### src/rtl/pcm_slot_pkg.sv
package pcm_slot_pkg;

   // sample geometry
   localparam int unsigned NARROW_BITS = 8;
   localparam int unsigned SAMPLE_W    = 16;
   localparam int unsigned LEN_W       = $clog2(SAMPLE_W) + 1;

   // number of bits moved per slot for the selected width mode
   function automatic logic [LEN_W-1:0] slot_len(input logic wide);
      return wide ? LEN_W'(SAMPLE_W) : LEN_W'(NARROW_BITS);
   endfunction

endpackage

### src/rtl/pcm_frame_counter.sv
module pcm_frame_counter #(
   parameter int CNT_W = 11
) (
   input  logic             clk,
   input  logic             rst_n,
   input  logic             fsync,
   input  logic             short_mode,
   output logic [CNT_W-1:0] idx
);

   logic             fs_q;
   logic             rise_q;
   logic             rise;
   logic [CNT_W-1:0] cnt;

   assign rise = fsync & ~fs_q;

   // index of the bit period that starts at the current rising edge
   always_comb begin
      if (!short_mode && rise) begin
         idx = '0;
      end else if (short_mode && rise_q) begin
         idx = '0;
      end else if (cnt == '1) begin
         idx = cnt;
      end else begin
         idx = cnt + 1'b1;
      end
   end

   always_ff @(posedge clk or negedge rst_n) begin
      if (!rst_n) begin
         fs_q   <= 1'b0;
         rise_q <= 1'b0;
         cnt    <= '1;
      end else begin
         fs_q   <= fsync;
         rise_q <= rise;
         cnt    <= idx;
      end
   end

endmodule

### src/rtl/pcm_slot_window.sv
module pcm_slot_window #(
   parameter int LEN_W = 5
) (
   input  logic             clk,
   input  logic             rst_n,
   input  logic             start,
   input  logic [LEN_W-1:0] len,
   output logic             active,
   output logic             last
);

   logic [LEN_W-1:0] remain;

   always_ff @(posedge clk or negedge rst_n) begin
      if (!rst_n) begin
         active <= 1'b0;
         last   <= 1'b0;
         remain <= '0;
      end else if (start) begin
         active <= 1'b1;
         last   <= 1'b0;
         remain <= len - 1'b1;
      end else if (active) begin
         if (remain == '0) begin
            active <= 1'b0;
            last   <= 1'b0;
         end else begin
            remain <= remain - 1'b1;
            last   <= (remain == LEN_W'(1));
         end
      end
   end

endmodule

### src/rtl/pcm_tx_lane.sv
module pcm_tx_lane
   import pcm_slot_pkg::*;
#(
   parameter int W = SAMPLE_W
) (
   input  logic         clk,
   input  logic         rst_n,
   input  logic         start,
   input  logic         wide,
   input  logic         early,
   input  logic [W-1:0] sample,
   output logic         dtx,
   output logic         dtx_oe
);

   localparam int PAD = W - NARROW_BITS;

   logic         active;
   logic         last;
   logic         lsb_half;
   logic [W-1:0] sreg;

   pcm_slot_window #(.LEN_W(LEN_W)) u_win (
      .clk    (clk),
      .rst_n  (rst_n),
      .start  (start),
      .len    (slot_len(wide)),
      .active (active),
      .last   (last)
   );

   // launch on rising edges, MSB first
   always_ff @(posedge clk or negedge rst_n) begin
      if (!rst_n) begin
         sreg <= '0;
      end else if (start) begin
         sreg <= wide ? sample : (sample << PAD);
      end else if (active) begin
         sreg <= sreg << 1;
      end
   end

   // marks the low half of the LSB period
   always_ff @(negedge clk or negedge rst_n) begin
      if (!rst_n) begin
         lsb_half <= 1'b0;
      end else begin
         lsb_half <= active & last;
      end
   end

   assign dtx    = active & sreg[W-1];
   assign dtx_oe = active & ~(early & last & lsb_half);

endmodule

### src/rtl/pcm_rx_lane.sv
module pcm_rx_lane
   import pcm_slot_pkg::*;
#(
   parameter int W = SAMPLE_W
) (
   input  logic         clk,
   input  logic         rst_n,
   input  logic         start,
   input  logic         wide,
   input  logic         drx,
   output logic [W-1:0] rx_data,
   output logic         rx_valid
);

   localparam int PAD = W - NARROW_BITS;

   logic         active;
   logic         last;
   logic         fin;
   logic [W-1:0] rsh;

   pcm_slot_window #(.LEN_W(LEN_W)) u_win (
      .clk    (clk),
      .rst_n  (rst_n),
      .start  (start),
      .len    (slot_len(wide)),
      .active (active),
      .last   (last)
   );

   // capture in the middle of each bit period
   always_ff @(negedge clk or negedge rst_n) begin
      if (!rst_n) begin
         rsh <= '0;
         fin <= 1'b0;
      end else begin
         fin <= active & last;
         if (active) begin
            rsh <= {rsh[W-2:0], drx};
         end
      end
   end

   always_ff @(posedge clk or negedge rst_n) begin
      if (!rst_n) begin
         rx_valid <= 1'b0;
         rx_data  <= '0;
      end else begin
         rx_valid <= fin;
         if (fin) begin
            rx_data <= wide ? rsh : {{PAD{1'b0}}, rsh[NARROW_BITS-1:0]};
         end
      end
   end

endmodule

### src/rtl/pcm_slot_port.sv
module pcm_slot_port
   import pcm_slot_pkg::*;
#(
   parameter  int SLOT_MAX = 128,
   localparam int START_W  = $clog2(SLOT_MAX * NARROW_BITS),
   localparam int CNT_W    = START_W + 1
) (
   input  logic                clk,
   input  logic                rst_n,
   input  logic                fsync,
   input  logic                tx_sync_short,
   input  logic                rx_sync_short,
   input  logic                tx_early_release,
   input  logic                wide_mode,
   input  logic [START_W-1:0]  tx_start,
   input  logic [START_W-1:0]  rx_start,
   input  logic [SAMPLE_W-1:0] tx_sample,
   input  logic                drx,
   output logic                dtx,
   output logic                dtx_oe,
   output logic [SAMPLE_W-1:0] rx_sample,
   output logic                rx_valid
);

   localparam int NDIR = 2;

   // elaboration-time parameter checks
   if (SLOT_MAX < 4 || SLOT_MAX > 128) begin : g_bad_range
      $error("SLOT_MAX must lie between 4 and 128");
   end
   if ((SLOT_MAX & (SLOT_MAX - 1)) != 0) begin : g_bad_pow2
      $error("SLOT_MAX must be a power of two");
   end

   logic [NDIR-1:0]  dir_short;
   logic [CNT_W-1:0] dir_idx [NDIR];
   logic [CNT_W-1:0] tx_idx;
   logic [CNT_W-1:0] rx_idx;

   assign dir_short = {rx_sync_short, tx_sync_short};

   // one bit-position counter per direction, each with its own sync timing
   for (genvar d = 0; d < NDIR; d++) begin : g_dir
      pcm_frame_counter #(.CNT_W(CNT_W)) u_cnt (
         .clk        (clk),
         .rst_n      (rst_n),
         .fsync      (fsync),
         .short_mode (dir_short[d]),
         .idx        (dir_idx[d])
      );
   end

   assign tx_idx = dir_idx[0];
   assign rx_idx = dir_idx[1];

   logic tx_go;
   logic rx_go;

   assign tx_go = (tx_idx == {1'b0, tx_start});
   assign rx_go = (rx_idx == {1'b0, rx_start});

   // transmit sample captured at the sync edge, bypassed on that same edge
   logic                fs_q;
   logic                sync_edge;
   logic [SAMPLE_W-1:0] tx_hold;
   logic [SAMPLE_W-1:0] tx_src;

   assign sync_edge = fsync & ~fs_q;
   assign tx_src    = sync_edge ? tx_sample : tx_hold;

   always_ff @(posedge clk or negedge rst_n) begin
      if (!rst_n) begin
         fs_q    <= 1'b0;
         tx_hold <= '0;
      end else begin
         fs_q <= fsync;
         if (sync_edge) begin
            tx_hold <= tx_sample;
         end
      end
   end

   pcm_tx_lane #(.W(SAMPLE_W)) u_tx (
      .clk    (clk),
      .rst_n  (rst_n),
      .start  (tx_go),
      .wide   (wide_mode),
      .early  (tx_early_release),
      .sample (tx_src),
      .dtx    (dtx),
      .dtx_oe (dtx_oe)
   );

   pcm_rx_lane #(.W(SAMPLE_W)) u_rx (
      .clk      (clk),
      .rst_n    (rst_n),
      .start    (rx_go),
      .wide     (wide_mode),
      .drx      (drx),
      .rx_data  (rx_sample),
      .rx_valid (rx_valid)
   );

endmodule

### config.mk
export PLATFORM = sky130hd
export DESIGN_NAME = pcm_slot_port
export DESIGN_NICKNAME = d
export VERILOG_FILES = /design/src/rtl/pcm_slot_pkg.sv /design/src/rtl/pcm_frame_counter.sv /design/src/rtl/pcm_slot_window.sv /design/src/rtl/pcm_tx_lane.sv /design/src/rtl/pcm_rx_lane.sv /design/src/rtl/pcm_slot_port.sv
export SDC_FILE = /design/constraint.sdc
export NUM_CORES = 1
export LEC_CHECK = 0
export ABC_AREA = 1
export BUFFER_PORTS_ARGS = -buffer_cell sky130_fd_sc_hd__buf_2
export CAP_MARGIN = 15
export CORE_MARGIN = 4
export CORE_UTILIZATION = 60
export DETAILED_ROUTE_END_ITERATION = 6
export PLACE_DENSITY = 0.78
export SLEW_MARGIN = 20
export SYNTH_ARGS = -nofsm -noshare
export SYNTH_HDL_FRONTEND = slang
export SYNTH_SLANG_ARGS = --single-unit
### constraint.sdc
create_clock -name clk -period 7.14 [get_ports clk]
set_input_delay 0.714 -clock clk [delete_from_list [all_inputs] [get_ports clk]]
set_output_delay 0.714 -clock clk [all_outputs]
set_load 0.02 [all_outputs]
==> key figures <==
Job
  • Number of max-cap violations: 0

STA
  • RSZ-0062 raised after global routing: false
  • WHS: 0.3884 ns
  • Fin. Hold Viols: 0
  • Setup violators final: 0
  • Pins over their slew limit: 0
  • Skew final: 0.03040 ns
  • Worst Tran Pin Value: 0.8603 ns
  • Setup TNS: 0 ns
  • Max_slew headroom: 0.4265

Cells and area
  • Most frequent cells in the layout: nand2_1 (236), inv_1 (117), nand3_1 (76)
  • Finished Cell Area: 6276 sq um
  • P&R area growth vs syn: 10.39%
  • Antenna Diode Count: 0
  • Fillers: roughly 800
  • Multi-input gate area: 2459 sq um
  • Layout cells sized above 1: 0.1596
  • Sequential standard cell area: 2655 sq um
  • Final nets: 868
  • Most common cell after layout, fill and taps aside: nand2_1

Global route
  • Global-route wire length before repair: approximately 21000 um
  • Total GRT Usage: 0.2334
  • Gr ovfl total: 0
  • Number of antenna violations at the first check in global routing: 0
  • Largest net degree at the start of global routing: 58
  • Vias in the first global route: 4810

CTS
  • Worst-skew pair later-pin latency: 0.38 ns
  • CTS buffer count: 9
  • TritonCTS Sinks: approximately 110
  • H-Tree Depth: 3
  • Clock root buffer: clkbuf_8
  • Clock Pin Slew Worst Setup and Hold Paths: 0.11 ns
  • # hold bufs at CTS: 0
  • Clock tree buffer depth: 2
  • Post-CTS Setup Bufs: 0
  • CTS tree: yes
  • Post-CTS resize count: 0

Routing
  • DRT Pass-1 Iters: 5
  • Post-DRT Antenna Nets: 0
  • DRT iter0 DRCs: 220
  • Vias per Instance: between 5 and 6
  • Drt total wl: 12300 um
  • Final routed DRC violation total: 0
  • Wire per inst: 12.95 um
  • Via count: 4919

Worst setup path
  • Reg2reg start: u_rx.u_win.active
  • CP Data Required Time: 6.43 ns
  • Critical Path Start Type: flip-flop
  • Crit path max fanout: 1
  • CP Capture Type: output port
  • Setup CP Type: reg -> out
  • Launch point of the worst path: u_tx.lsb_half
  • Critical path arrival: 4.63 ns

Logic synthesis
  • Syn. warnings: 0
  • Distinct cells, synth: 34
  • Largest cells by area after synthesis: dfrtp_1 (29%), nand2_1 (16%), dfstp_2 (10%)
  • Top-area cell type share of the netlist area: 0.2861
  • Post-synth EDFFs: 0
  • Cell taking the most area after synthesis: dfrtp_1
  • Sequential share of the synthesized area: 0.4670
  • Synth Area per Inst: 7.451 sq um
  • Async SR Flop Fraction: 1.000
  • Synth Instances: 763
  • Primary FF master, synth: dfrtp_1
  • Register bit total from synthesis: 105
  • Post-synth net total: 815
  • Cell Area, Synth: 5685 sq um

Hold path
  • Hold Crit Class: in -> async

Power
  • Pwr dens: 308.4 nW/um^2
  • Pleak: around 3.4 nW
  • Maximum vdd drop: 253.0 uV
  • Total power: 1.935 mW

Placed design
  • GPL Wtd Cong: 0.8400
  • Placement-stage cell area: 6046 sq um
  • IO Port Bufs: 62
  • Post-DP HPWL: 8692 um

Floorplanning
  • Io pins: between 60 and 70
  • Die Ht: 105.3 um
  • Die W: about 110 um
  • Initial Util: 0.6153
  • Total core area: 9240 sq um
  • Die area: 11100 sq um
  • Row count: 35

Outcome
  • Outcome: finished, final reports clean
-- critical path, cell delays in order, from the launching register on --
cell	delay (ns)
dfrtn_1	0.39
nand3_1	0.07
nand2_1	0.06
inv_1	0.04
buf_2	0.15
-- report_power, final --
part | switching (mW) | internal [mW]
sequential | 0.149 | 0.790
combinational | 0.375 | 0.225
clock | 0.235 | 0.162
-- routing by layer --
metal,track usage,part of all wire
met5,0,0
met1,0.2949,0.43
met3,0.04960,0.053
met4,0.06092,0.0098
met2,0.4071,0.50
-- cells in the mapped netlist, types with 2 or more instances --
cell type and n:
a21oi_1 16, nor3_1 2, nand3b_1 4, clkbuf_1 14, inv_2 3, nand3_1 76, xor2_1 6, and2_1 7
xnor2_1 3, dfrtn_1 18, nor2_2 3, nor2_1 67, dfstp_2 22, o21ai_0 39, buf_2 2, ha_1 8
nand4_1 24, nand3_2 4, nand2_2 7, inv_1 117, nor2_4 6, buf_6 4, dfrtp_1 65, nand2_1 236
-- per-stage QoR --
step	utilization	setup WS, ns	std cells
3_5_place_dp	0.6543	2.126	934
6_report	0.6792	1.792	950
3_3_place_gp	0.6543	2.171	934
2_1_floorplan	-	2.279	763
5_1_grt	0.6792	1.717	950
4_1_cts	0.6788	1.780	950
-- flip-flops by register name, indices dropped and copies added (netlist names) --
signal	cells
g_dir.u_cnt.cnt	22
tx_hold	16
u_rx.rsh	16
u_rx.rx_data	16
u_tx.sreg	16
u_rx.u_win.remain	5
u_tx.u_win.remain	5
g_dir.u_cnt.fs_q	1
g_dir.u_cnt.rise_q	1
u_rx.fin	1
u_rx.rx_valid	1
u_rx.u_win.active	1
u_rx.u_win.last	1
u_tx.lsb_half	1
u_tx.u_win.active	1
u_tx.u_win.last	1
-- worst paths after layout --
check                                            to  slack (ns)  cells after the start
worst min register to register          u_rx.rsh[7]        0.43                      2
min in group clk                        u_rx.rsh[7]        0.43                      2
worst max-delay path                         dtx_oe        1.79                      4
max in group asynchronous              u_rx.rsh[11]        2.78                      1
worst max register to register         u_rx.rsh[15]        2.07                      3
worst min-delay path            g_dir[1].u_cnt.fs_q        0.39                      1
-- cells by family after synthesis --
kind of cell / count (synthesis) / synth area share
fa+ha+maj: 8 / 0.01761
simple gates: 440 / 0.3453
buf+inv: 142 / 0.1012
flops: 105 / 0.4670
xor+xnor: 9 / 0.01387
compound gates: 59 / 0.05502
-- layout make-up --
class / count / area share
multi-input combinational: 516 / 0.3917
sequential: 105 / 0.4230
inverter: 121 / 0.07237
clock buffer: 10 / 0.02372
tap: 129 / 0.02572
timing repair buffer: 63 / 0.05104
clock inverter: 6 / 0.01236
(Power assumes the default switching activity.)
